<file path="src/rtl/uart_wide_port.sv">
module uart_wide_port #(
  parameter int CHAN = 0,
  parameter int AW   = 12,
  parameter int LW   = 7
) (
  input  logic          clk,
  input  logic          rst_n,
  input  logic          req,
  input  logic          we,
  input  logic [AW-1:0] addr,
  input  logic [3:0]    be,
  input  logic [31:0]   wdata,
  output logic          ready,
  output logic          rvalid,
  output logic [31:0]   rdata,
  output logic [2:0]    rcount,
  input  logic [LW-1:0] tx_space,
  output logic          tx_push,
  output logic [2:0]    tx_push_n,
  output logic [31:0]   tx_push_data,
  input  logic [LW-1:0] rx_level,
  input  logic [31:0]   rx_peek_data,
  input  logic [31:0]   rx_peek_stat,
  output logic          rx_pop,
  output logic [2:0]    rx_pop_n
);
  localparam int REGION = CHAN * 'h200;
  localparam logic [AW-1:0] DWIN = AW'(REGION + 'h100);
  localparam logic [AW-1:0] SWIN = AW'(REGION + 'h140);
  localparam logic [AW-1:0] HOLD = AW'(REGION);
  localparam logic [AW-1:0] LSRW = AW'(REGION + 4);

  logic hit_d, hit_s, hit_h, hit_l, hit_any;
  assign hit_d   = addr[AW-1:6] == DWIN[AW-1:6];
  assign hit_s   = addr[AW-1:6] == SWIN[AW-1:6];
  assign hit_h   = addr[AW-1:2] == HOLD[AW-1:2];
  assign hit_l   = addr[AW-1:2] == LSRW[AW-1:2];
  assign hit_any = hit_d | hit_s | hit_h | hit_l;

  logic [2:0] be_n;
  always_comb begin
    case (be)
      4'b0001: be_n = 3'd1;
      4'b0011: be_n = 3'd2;
      4'b0111: be_n = 3'd3;
      4'b1111: be_n = 3'd4;
      default: be_n = 3'd0;
    endcase
  end

  logic ok_d, ok_s, ok_h, ok_l;
  assign ok_d = hit_d && be_n != 3'd0;
  assign ok_s = hit_s && (be == 4'b0011 || be == 4'b1111);
  assign ok_h = hit_h && be == 4'b0001;
  assign ok_l = hit_l && be == 4'b0010;

  logic [2:0] wr_n, rd_n, avail, got;
  always_comb begin
    wr_n = 3'd0;
    rd_n = 3'd0;
    if (we) begin
      if (ok_d)      wr_n = be_n;
      else if (ok_h) wr_n = 3'd1;
    end else begin
      if (ok_d)      rd_n = be_n;
      else if (ok_s) rd_n = (be == 4'b1111) ? 3'd2 : 3'd1;
      else if (ok_h) rd_n = 3'd1;
    end
  end

  assign avail = (rx_level > LW'(4)) ? 3'd4 : rx_level[2:0];
  assign got   = (rd_n < avail) ? rd_n : avail;

  logic stall;
  assign stall = (wr_n != 3'd0) && (LW'(wr_n) > tx_space);
  assign ready = req && hit_any && !stall;

  assign tx_push      = ready && wr_n != 3'd0;
  assign tx_push_n    = tx_push ? wr_n : 3'd0;
  assign tx_push_data = wdata;
  assign rx_pop       = ready && got != 3'd0;
  assign rx_pop_n     = rx_pop ? got : 3'd0;

  logic [31:0] rd_next;
  always_comb begin
    rd_next = '0;
    if (!we) begin
      if (ok_d) begin
        for (int i = 0; i < 4; i++)
          if (3'(i) < got) rd_next[8*i +: 8] = rx_peek_data[8*i +: 8];
      end else if (ok_s) begin
        for (int j = 0; j < 2; j++)
          if (3'(j) < got) begin
            rd_next[16*j +: 8]     = rx_peek_data[8*j +: 8];
            rd_next[16*j + 8 +: 8] = rx_peek_stat[8*j +: 8];
          end
      end else if (ok_h) begin
        if (got != 3'd0) rd_next[7:0] = rx_peek_data[7:0];
      end else if (ok_l) begin
        if (rx_level != '0) rd_next[15:8] = rx_peek_stat[7:0];
      end
    end
  end

  always_ff @(posedge clk or negedge rst_n) begin
    if (!rst_n) begin
      rvalid <= 1'b0;
      rdata  <= '0;
      rcount <= '0;
    end else begin
      rvalid <= ready;
      if (ready) begin
        rdata  <= rd_next;
        rcount <= we ? wr_n : got;
      end
    end
  end

  a_r3_push_fits: assert property (@(posedge clk) disable iff (!rst_n)
    tx_push |-> LW'(tx_push_n) <= tx_space);
  a_r4_pop_bounded: assert property (@(posedge clk) disable iff (!rst_n)
    rx_pop |-> LW'(rx_pop_n) <= rx_level);
  a_r8_resp_follows: assert property (@(posedge clk) disable iff (!rst_n)
    ready |=> rvalid);
  a_r8_no_stray_resp: assert property (@(posedge clk) disable iff (!rst_n)
    !ready |=> !rvalid);
  a_r1_quiet_unless_ready: assert property (@(posedge clk) disable iff (!rst_n)
    !ready |-> (!tx_push && !rx_pop));
  a_r7_one_direction: assert property (@(posedge clk) disable iff (!rst_n)
    !(tx_push && rx_pop));
  a_r4_count_range: assert property (@(posedge clk) disable iff (!rst_n)
    rvalid |-> rcount <= 3'd4);
endmodule

</file>
<file path="config.mk">
export PLATFORM = sky130hd
export DESIGN_NAME = uart_wide_port
export DESIGN_NICKNAME = d
export VERILOG_FILES = /design/src/rtl/uart_wide_port.sv
export SDC_FILE = /design/constraint.sdc
export NUM_CORES = 1
export LEC_CHECK = 0
export BUFFER_PORTS_ARGS = -buffer_cell sky130_fd_sc_hd__buf_2
export CAP_MARGIN = 10
export CORE_AREA = 2 2 81 83
export DETAILED_ROUTE_END_ITERATION = 16
export DIE_AREA = 0 0 83 85
export PLACE_DENSITY = 0.95
export SLEW_MARGIN = 10
export SYNTH_ARGS = -nofsm -noshare
export SYNTH_HDL_FRONTEND = slang
export SYNTH_SLANG_ARGS = --single-unit
</file>
<file path="constraint.sdc">
create_clock -name clk -period 17.4 [get_ports clk]
set_clock_uncertainty 0.15 [all_clocks]
set_input_delay 5.22 -clock clk [delete_from_list [all_inputs] [get_ports clk]]
set_output_delay 5.22 -clock clk [all_outputs]
set_load 0.03 [all_outputs]
</file>
Word level (Yosys, flattened, before mapping)
Cells that the tools add are included.

$lt $le $gt $ge: 7. Equality and inequality tests: 8. Mux-type cells: 28. Bitwise gates (word level): 3. Reductions and logical operators: 16.

Operators with widths (count): $mux W8 (9); $mux W16 (4); $mux W32 (2); $mux W3 (9); $eq A6 B3 Y1 const B (2); $pmux W3 S4 (1); $eq A10 B1 Y1 const B (1); $logic_not A10 Y1 (1); $logic_and A1 B1 Y1 (9); $reduce_bool A3 Y1 (3); $eq A4 B2 Y1 const B (2); $gt A3 B7 Y1 (1); $gt A7 B3 Y1 const B (1); $reduce_bool A7 Y1 (1); $lt A1 B3 Y1 const A (2); $lt A2 B3 Y1 const A (2); $eq A4 B1 Y1 const B (1); $eq A4 B3 Y1 const B (1); $eq A4 B4 Y1 const B (1); $mux W2 (2); $lt A3 B3 Y1 (1); $or A1 B1 Y1 (3); $logic_not A1 Y1 (1); $logic_or A1 B1 Y1 (1); $mux W1 (1).

Flip-flop bits (word level): 36. Logic and storage cells: 65.

Depth between registers and ports, before layout
Gate-level depths: netlist of run 1.

Depth after elaboration: 14. Gate-level depth with buffers: 18.

Least setup slack after synthesis of run 1
Ideal clock, no wire load.

Kind: input to output. Start point: input port be[2]. End point: output port tx_push_n[1]. Data arrival time: 8587 ps. Slack: 3443 ps. Stages on the path: 16. Buffers on the path: 4. Path through: clkbuf_1 or2_2 a211oi_2 and2_1 clkbuf_1 and3_1 nand3b_1 inv_1 ha_1 nor2b_1 o21ai_0 nand2b_1 a41o_1 clkbuf_1 clkbuf_1 nor3_1.

Word-level cells in the longest chain between the ends: 12. Elaborated cells between the ends (all ways): 18. Those cells by class: order compare: 1; eq/ne: 4; mux: 5; reduce/logical: 8.

Ends and longest elaborated chain: from (decl) (RTL line 11) `input logic [3:0] be,`; $eq A4 B4 Y1 (tied with other cells) (RTL line 42) `case (be)`; $pmux W3 S4 (RTL line 42); $reduce_bool A3 Y1 (RTL line 52) `assign ok_d = hit_d && be_n != 3'd0;`; $logic_and A1 B1 Y1 (RTL line 52); $mux W3 * (RTL line 62) `if (ok_d) wr_n = be_n;`; $mux W3 * (RTL line 61) `if (we) begin`; $gt A3 B7 Y1 or $reduce_bool A3 Y1 (tied branches) (RTL line 75, 78); $logic_and A1 B1 Y1 (RTL line 75) `assign stall = (wr_n != 3'd0) && (LW'(wr_n) > tx_space);`; $logic_not A1 Y1 (RTL line 76) `assign ready = req && hit_any && !stall;`; $logic_and A1 B1 Y1 (RTL line 76); $logic_and A1 B1 Y1 (RTL line 78) `assign tx_push = ready && wr_n != 3'd0;`; $mux W3 * (RTL line 79) `assign tx_push_n = tx_push ? wr_n : 3'd0;`; to (decl) (RTL line 19) `output logic [2:0] tx_push_n,`.

Every way passes the cells marked *; elsewhere a longest branch is shown, timed or not.

Worst setup path in the final report of run 1
Start point: input port be[3]. End point: output port ready.

Word-level cells in the longest chain between the ends: 10. Elaborated cells between the ends (all ways): 16. Those cells by class: order compare: 1; eq/ne: 4; mux: 4; reduce/logical: 7.

Ends and longest elaborated chain: $eq A4 B4 Y1 (tied with other cells) (RTL line 42); $pmux W3 S4 (RTL line 42); $reduce_bool A3 Y1 (RTL line 52); $logic_and A1 B1 Y1 (RTL line 52); $mux W3 * (RTL line 62); $mux W3 * (RTL line 61); $gt A3 B7 Y1 or $reduce_bool A3 Y1 (tied branches) (RTL line 75); $logic_and A1 B1 Y1 * (RTL line 75); $logic_not A1 Y1 * (RTL line 76); $logic_and A1 B1 Y1 * (RTL line 76); to (decl) (RTL line 13) `output logic ready,`.

Marks and branches as above.

==> results of run 1 <==
-- metal layers --
| layer | track usage (%) | vias to the layer above |
|---|---|---|
| li1 | - | 1264 |
| met1 | 26.0 | 1233 |
| met2 | 37.4 | 123 |
| met3 | 5.16 | 6 |
| met4 | 5.37 | 0 |
| met5 | 0 | - |
-- final cells by class --
cell class / instances / area [sq um] / share of cell area, %
multi-input combinational: 202 / 1270 / 40.5
clock buffer: 5 / 68.8 / 2.20
tap: 77 / 96.3 / 3.08
clock inverter: 3 / 42.5 / 1.36
timing repair buffer: 128 / 651 / 20.8
sequential: 36 / 901 / 28.8
inverter: 26 / 97.6 / 3.12
-- where the power goes --
part	internal [uW]	total, uW	switching [uW]	leakage, uW
logic	9.72	22.0	12.3	0.00118
clock network	42.4	71.6	29.3	0.0000541
registers	84.3	84.6	0.321	0.000501
-- layout by cell type (no fill, tap or decap), drive strengths merged, types with 2 or more instances in the layout --
master,synthesis,layout
buf,37,128
a21oi,36,36
dfrtp,36,36
o21ai,27,27
inv,26,26
nor2,17,17
nand2,17,17
a22o,16,16
a21o,9,9
nand4,8,8
a31oi,8,8
nand3,7,7
nor3,7,7
ha,6,6
or2,5,5
clkbuf,10,5
nor4,5,5
and3,3,3
o211ai,3,3
and2,3,3
or4,2,2
nand3b,2,2
o211a,2,2
a31o,2,2
a211o,2,2
o311ai,2,2
-- flip-flops by register name, indices dropped and copies added, names as in the netlist --
signal  cells
rcount      3
rvalid      1
rdata      32
-- synth_stat cells, drive strengths merged --
cell | count | area, sq um
o21ai | 27 | 135
o211ai | 3 | 22.5
nor2b | 1 | 6.26
a22o | 16 | 140
xnor2 | 1 | 8.76
a21oi | 36 | 180
and4 | 1 | 8.76
nand2b | 1 | 6.26
a211oi | 1 | 12.5
buf | 37 | 278
o2111ai | 1 | 8.76
inv | 26 | 97.6
o21a | 1 | 7.51
a221o | 1 | 10.0
and2 | 3 | 21.3
a41o | 1 | 10.0
a211o | 2 | 17.5
ha | 6 | 75.1
a21o | 9 | 67.6
nand4b | 1 | 8.76
nor3 | 7 | 35.0
mux2i | 1 | 10.0
or2 | 5 | 31.3
nor4 | 5 | 46.3
a31oi | 8 | 50.1
dfrtp | 36 | 901
or4 | 2 | 15.0
nand4 | 8 | 50.1
nor4b | 1 | 15.0
clkbuf | 10 | 37.5
a31o | 2 | 17.5
nand2 | 17 | 63.8
nor2 | 17 | 63.8
nand3b | 2 | 15.0
o311ai | 2 | 17.5
and3 | 3 | 18.8
nand3 | 7 | 35.0
a2111oi | 1 | 15.0
o211a | 2 | 20.0
-- through the flow --
stage / area, sq um / instances / worst slack, ns / total power [uW]
final: 3120 / 477 / 3.19 / 178
after global placement: 3010 / 469 / 3.29 / 108
after floorplan: 2580 / 311 / 3.44 / 108
after CTS: 3120 / 477 / 3.21 / 180
after detailed placement: 3010 / 469 / 3.23 / 108
after global routing: 3120 / 477 / 2.89 / 187
-- path summary, 6_finish.rpt --
| check | start | end | slack, ns | depth (start not counted) |
|---|---|---|---|---|
| worst max-delay path | be[3] | ready | 3.19 | 15 |
| worst min-delay path | rdata[31] | rdata[31] | 0.33 | 1 |
| max in group asynchronous | rst_n | rdata[9] | 11.73 | 1 |
| min in group asynchronous | rst_n | rdata[7] | 4.87 | 1 |
| worst max register to register | rcount[2] | rcount[2] | 16.50 | 1 |
| worst min register to register | rdata[31] | rdata[31] | 0.33 | 1 |
-- logic make-up (layout without fill, tap and decap cells) --
family | Yosys count | after routing
compound gates | 113 | 113
simple gates | 81 | 81
buf+inv | 73 | 162
flops | 36 | 36
fa+ha+maj | 6 | 6
xor+xnor | 1 | 1
mux | 1 | 1
==> results.env, run 1 <==
DIE_AREA_SQ_MM=0.00706
SYNTH_TOP_FAMILY_BY_AREA='compound AO/OA/AOI/OAI gates'
CPLARGESTDELAYFAMILY='simple AND/OR/NAND/NOR gates'
SYNTH.YOSYS.WARNINGS=0
OVERALL_OVERFLOW_REMAINING_AFTER_GLOBAL_ROUTE=0
NUMBER_OF_ANTENNA_VIOLATIONS_AT_THE_FIRST_CHECK_IN_GLOBAL_ROUTING=0
DIEHEIGHT_UM=85
WIRE_LENGTH_OF_THE_FIRST_GLOBAL_ROUTING_PASS_UM=12300
CRITICAL_PATH_PEAK_FANOUT=24
TRITONCTS='done'
RESULT_OF_THE_RUN='finished clean'
DIE-WIDTH_UM=83
AREA_GROWTH_SYN_TO_LAYOUT_PCT=21.0
GRT_SETUP_UNREPAIRED='no'
NUMCTSBUFFERS=5
LAYOUT.FILLER_CELLS=616
PATH_CLASS='input port to primary output'
CLOCK-ROOT-BUFFER='sky130_fd_sc_hd__clkbuf_8'
WIRELENGTH_MET1_UM=3050
SHARE_OF_THE_CYCLE_NEEDED_BY_THE_CRITICAL_PATH_AFTER_ROUTING_PCT=81.7
P_PER_AREA_mW_PER_MM2=57.1
CRITICAL_PATH_REQUIRED_NS=12.03
SETUP_TNS_NS=0
FIN_WORST_HOLD_SLACK_NS=0.330
DR.MAX_LAYER_USED='met4'
PLACE.GP.CONGESTION=0.911
CLK_PIN_SLEW_WORST_PATHS_NS=0.07
WORSTSETUPSTARTPOINTTYPE='input port'
DETAIL_ROUTE.WL_PER_CELL_UM=15.7
NUMBER_OF_VIOLATIONS_REPORTED_AT_THE_END_OF_DETAILED_ROUTING_ITERATION_0=151
LAYOUT-DRIVE-GT1-SHARE_PCT=37.0
GRT_MAX_DEGREE=37
CLOCK_SINKS=36
MAX_CAP_VIOL_COUNT=0
HOLDBUFCOUNTCTS=0
ENDPOINT_KIND='primary output'
SYNTH_SEQ_CELLS=36
SYNTHESIS.AREA_PER_INSTANCE_SQ_UM=8.30
POSTSYNTHCELLCOUNT=311
CLOCK_INSERTION_DELAY_WORST_SKEW_NS=0.27
CRIT_ARRIVAL_NS=8.84
CLOCK.FMAX_MHz=70.4
GRTUSAGETOTAL_PCT=21.1
P_LEAK_uW=0.00173
FINAL_HOLD_VIOL_COUNT=0
SLOWEST_DELAY_NS=0.62
INITIAL_UTILIZATION_PCT=41.6
SYNTHDISTINCTLIBCELLS=45
DRT-VIAS-PER-INSTANCE=5.51
FINALMAXSLEWVIOLATIONS=0
SYNTH_COMPOUND_AREA_SHARE_PCT=28.4
TIMING.CRITICAL_PATH.CELLS='buf_2 > or2_2 > a211oi_2 > and2_1 > and3_1 > nand3b_1 > inv_1 > ha_1 > nor2b_1 > o21ai_0 > nand2b_1 > a41o_1 > buf_4 > inv_1 > buf_2'
WL_MET2_UM=3780
CRITPATHBUFINV=5
FIN_UTIL_PCT=50.3
DETAILROUTE.VIA_COUNT=2626
DRT_DRC_VIOLATIONS_LEFT=0
GRT_PASS1_VIAS=2625
POWER.IR.VDD_WORST_uV=42.2
CTS.REPAIR.RESIZED=0
NETLIST_AREA_SQ_MM=0.00258
ROUTE.ANTENNA.REMAINING_NETS=0
DP_HPWL_UM=6010
POST_CTS.REPAIR.SETUP_BUFFERS=0
MET3_LENGTH_UM=592
YS_SEQ_AREA_SHARE_PCT=34.9
FIN_CRIT_NS=14.21
SYNTH_SIMPLE_GATE_AREA_SHARE_PCT=17.1
POST_SYNTH_MUX_AREA_SHARE_PCT=0.388
SYNTHADDERAREAFRAC_PCT=2.91
IOPINCOUNT=207
FP-ROW-COUNT=29
BUFFER_PORTS.INSERTED=124
SYNTHESIS.NETS=447
MAX_SLEW_MARGIN_PCT=24.2
CORE_BOX_AREA_SQ_MM=0.00620
TIGHTEST_SLEW_NS=1.13
DRTPASS1ITERATIONS=5
CLOCK_TREE_BUF_DEPTH=2
ROUTED_WL_UM=7480
SETUP_VIOL_COUNT_FINAL=0
MIN_PATH_TYPE='flip-flop to flip-flop'
FINISH.NET_COUNT=535
HTREEDEPTH=2
POST_SYNTH_XOR_AREA_FRACTION_PCT=0.339
CRITICAL-PATH-SLOWEST-CELL='sky130_fd_sc_hd__a41o_1'
INSERTEDDIODECOUNT=0
Note: power is estimated with default switching activity, not from simulation.
==> run 2: changes to the inputs <==
Settings changed: CORE_AREA 2 2 81 83 to default, CORE_UTILIZATION from default to 40, DIE_AREA 0 0 83 85 to default, PLACE_DENSITY 0.95 to 0.93.
Clock period 17.4 ns to 13.6 ns, I/O delays scaled along.
==> run 2 against run 1 <==
Compared with the run above:
- register-to-register slack got worse by 3.8 ns
- cell count decreased by 0.42%
- first-iteration DRC count is 2.0% lower
- sequential power grew 28%
- total power is 29% higher
- critical path depth unchanged
- clock power grew 31%
- sequential share of layout area up 0.058 points
- flip-flop and latch count did not move
- cell area down 0.20%
- clock-buffer cell count rose by 1
- critical endpoint is now rx_pop
==> results.env, run 2 (synthesized netlist as in run 1, its figures left out) <==
CRITICAL_PATH_PEAK_FANOUT=39
CRITPATHBUFINV=4
DIE-WIDTH_UM=82.3
NUMCTSBUFFERS=5
CRITICAL_PATH_REQUIRED_NS=9.37
CRIT_ARRIVAL_NS=7.49
LAYOUT-DRIVE-GT1-SHARE_PCT=36.8
SHARE_OF_THE_CYCLE_NEEDED_BY_THE_CRITICAL_PATH_AFTER_ROUTING_PCT=86.1
MAX_CAP_VIOL_COUNT=0
HTREEDEPTH=2
FINAL_HOLD_VIOL_COUNT=0
DIE_AREA_SQ_MM=0.00677
INITIAL_UTILIZATION_PCT=42.6
CLOCK_TREE_BUF_DEPTH=2
CTS.REPAIR.RESIZED=0
FINALMAXSLEWVIOLATIONS=0
WORSTSETUPSTARTPOINTTYPE='input port'
TIGHTEST_SLEW_NS=1.14
MIN_PATH_TYPE='flip-flop to flip-flop'
SETUP_VIOL_COUNT_FINAL=0
CLOCK-ROOT-BUFFER='sky130_fd_sc_hd__clkbuf_8'
OVERALL_OVERFLOW_REMAINING_AFTER_GLOBAL_ROUTE=0
GRTUSAGETOTAL_PCT=21.8
SETUP_TNS_NS=0
CLK_PIN_SLEW_WORST_PATHS_NS=0.08
DETAIL_ROUTE.WL_PER_CELL_UM=15.7
WIRE_LENGTH_OF_THE_FIRST_GLOBAL_ROUTING_PASS_UM=11200
GRT_PASS1_VIAS=2387
LARGEST_REGISTERS_IN_THE_FINAL_LAYOUT='rdata x32, rcount x3, rvalid x1'
RESULT_OF_THE_RUN='finished clean'
IOPINCOUNT=207
CLOCK_SINKS=36
DETAILROUTE.VIA_COUNT=2621
INSERTEDDIODECOUNT=0
POWER.IR.VDD_WORST_uV=46.3
ENDPOINT_KIND='primary output'
FINISH.NET_COUNT=535
NUMBER_OF_VIOLATIONS_REPORTED_AT_THE_END_OF_DETAILED_ROUTING_ITERATION_0=148
NUMBER_OF_ANTENNA_VIOLATIONS_AT_THE_FIRST_CHECK_IN_GLOBAL_ROUTING=0
DRTPASS1ITERATIONS=5
CRIT_PATH_FREQUENT_CELL='sky130_fd_sc_hd__buf_2'
FINAL_DESIGN_AREA_NO_FILL_SQ_MM=0.00312
LARGEST_REGISTER_FF_COUNT=32
POST_CTS.REPAIR.SETUP_BUFFERS=0
TIMING.CRITICAL_PATH.CELLS='buf_2 > or2_2 > a211oi_2 > and2_1 > and3_1 > nand3b_1 > inv_1 > ha_1 > nor2b_1 > o21ai_0 > nand2b_1 > a41o_1 > buf_4 > nor2_1 > buf_2'
GRT_SETUP_UNREPAIRED='no'
REGISTERS.TOP_BY_FF_COUNT='rdata'
DRT-VIAS-PER-INSTANCE=5.52
CLOCK_INSERTION_DELAY_WORST_SKEW_NS=0.28
CRITICAL-PATH-SLOWEST-CELL='sky130_fd_sc_hd__and2_1'
AREA_GROWTH_SYN_TO_LAYOUT_PCT=20.8
PLACEDINSTANCEAREA_SQ_MM=0.00301
PATH_CLASS='input port to primary output'
DIEHEIGHT_UM=82.3
CLOCK.FMAX_MHz=85.4
FINAL_COMMON_CELL='sky130_fd_sc_hd__buf_2'
DRT_DRC_VIOLATIONS_LEFT=0
DP_CELLS=467
MAX_SLEW_MARGIN_PCT=23.9
SLOWEST_DELAY_NS=0.49
FIN_WORST_HOLD_SLACK_NS=0.324
ROUTE.ANTENNA.REMAINING_NETS=0
CPLARGESTDELAYFAMILY='simple AND/OR/NAND/NOR gates'
BUFFER_PORTS.INSERTED=124
P_PER_AREA_mW_PER_MM2=73.8
GRT_MAX_DEGREE=40
HOLDBUFCOUNTCTS=0
LEADING_CELL_TYPES_IN_THE_LAYOUT_FILL_AND_TAPS_EXCLUDED='sky130_fd_sc_hd__buf_2, sky130_fd_sc_hd__a21oi_1, sky130_fd_sc_hd__dfrtp_1'
DP_HPWL_UM=5850
P_LEAK_uW=0.00173
TRITONCTS='done'
CORE_BOX_AREA_SQ_MM=0.00606
ROUTED_WL_UM=7440
PLACE.GP.CONGESTION=0.858
POST_LAYOUT_NONFILLER_INSTANCES=475
FIN_CRIT_NS=11.72
FP-ROW-COUNT=28
run 2: cell count changes in the layout (fill, tap and decap cells not counted), sizes merged:
cell	change
clkbuf	+1
clkinvlp	-1
run 2: metal layers:
metal / global-route usage (%) / wire length, um
met1: 28.3 / 3230
met2: 36.1 / 3660
met3: 4.73 / 469
met4: 6.14 / 88
met5: 0 / 0
run 2: cell type report:
type                            count  area [sq um]
Clock buffer                        6          72.6
Clock inverter                      2          35.0
Fill cell                         582          2940
Inverter                           26          97.6
Multi-Input combinational cell    202          1270
Sequential cell                    36           901
Tap cell                           75          93.8
Timing Repair Buffer              128           651
run 2: worst paths after layout:
check,from,end,slack (ns),cells past startpoint
min in group asynchronous,rst_n,rdata[29],3.73,1
max in group asynchronous,rst_n,rdata[26],9.06,1
worst max register to register,rcount[2],rcount[2],12.69,1
worst min-delay path,rdata[24],rdata[24],0.32,1
worst min register to register,rdata[24],rdata[24],0.32,1
worst max-delay path,be[3],rx_pop,1.88,15
run 2: per-stage QoR:
step | power (uW) | utilization [%] | setup slack, ns
final | 230 | 51.4 | 1.88
after global routing | 240 | 51.4 | 1.68
after CTS | 231 | 51.4 | 1.90
after detailed placement | 139 | 49.6 | 1.92
after global placement | 138 | 49.6 | 2.03
after floorplan | 138 | - | 1.92
run 2: where the power goes:
| group | internal [uW] | leakage (uW) | switching (uW) | total (uW) |
|---|---|---|---|---|
| Sequential | 108 | 0.000501 | 0.430 | 108 |
| Combinational | 12.4 | 0.00118 | 15.7 | 28.1 |
| Clock | 54.4 | 0.0000552 | 39.1 | 93.6 |
| Total | 175 | 0.00173 | 55.3 | 230 |
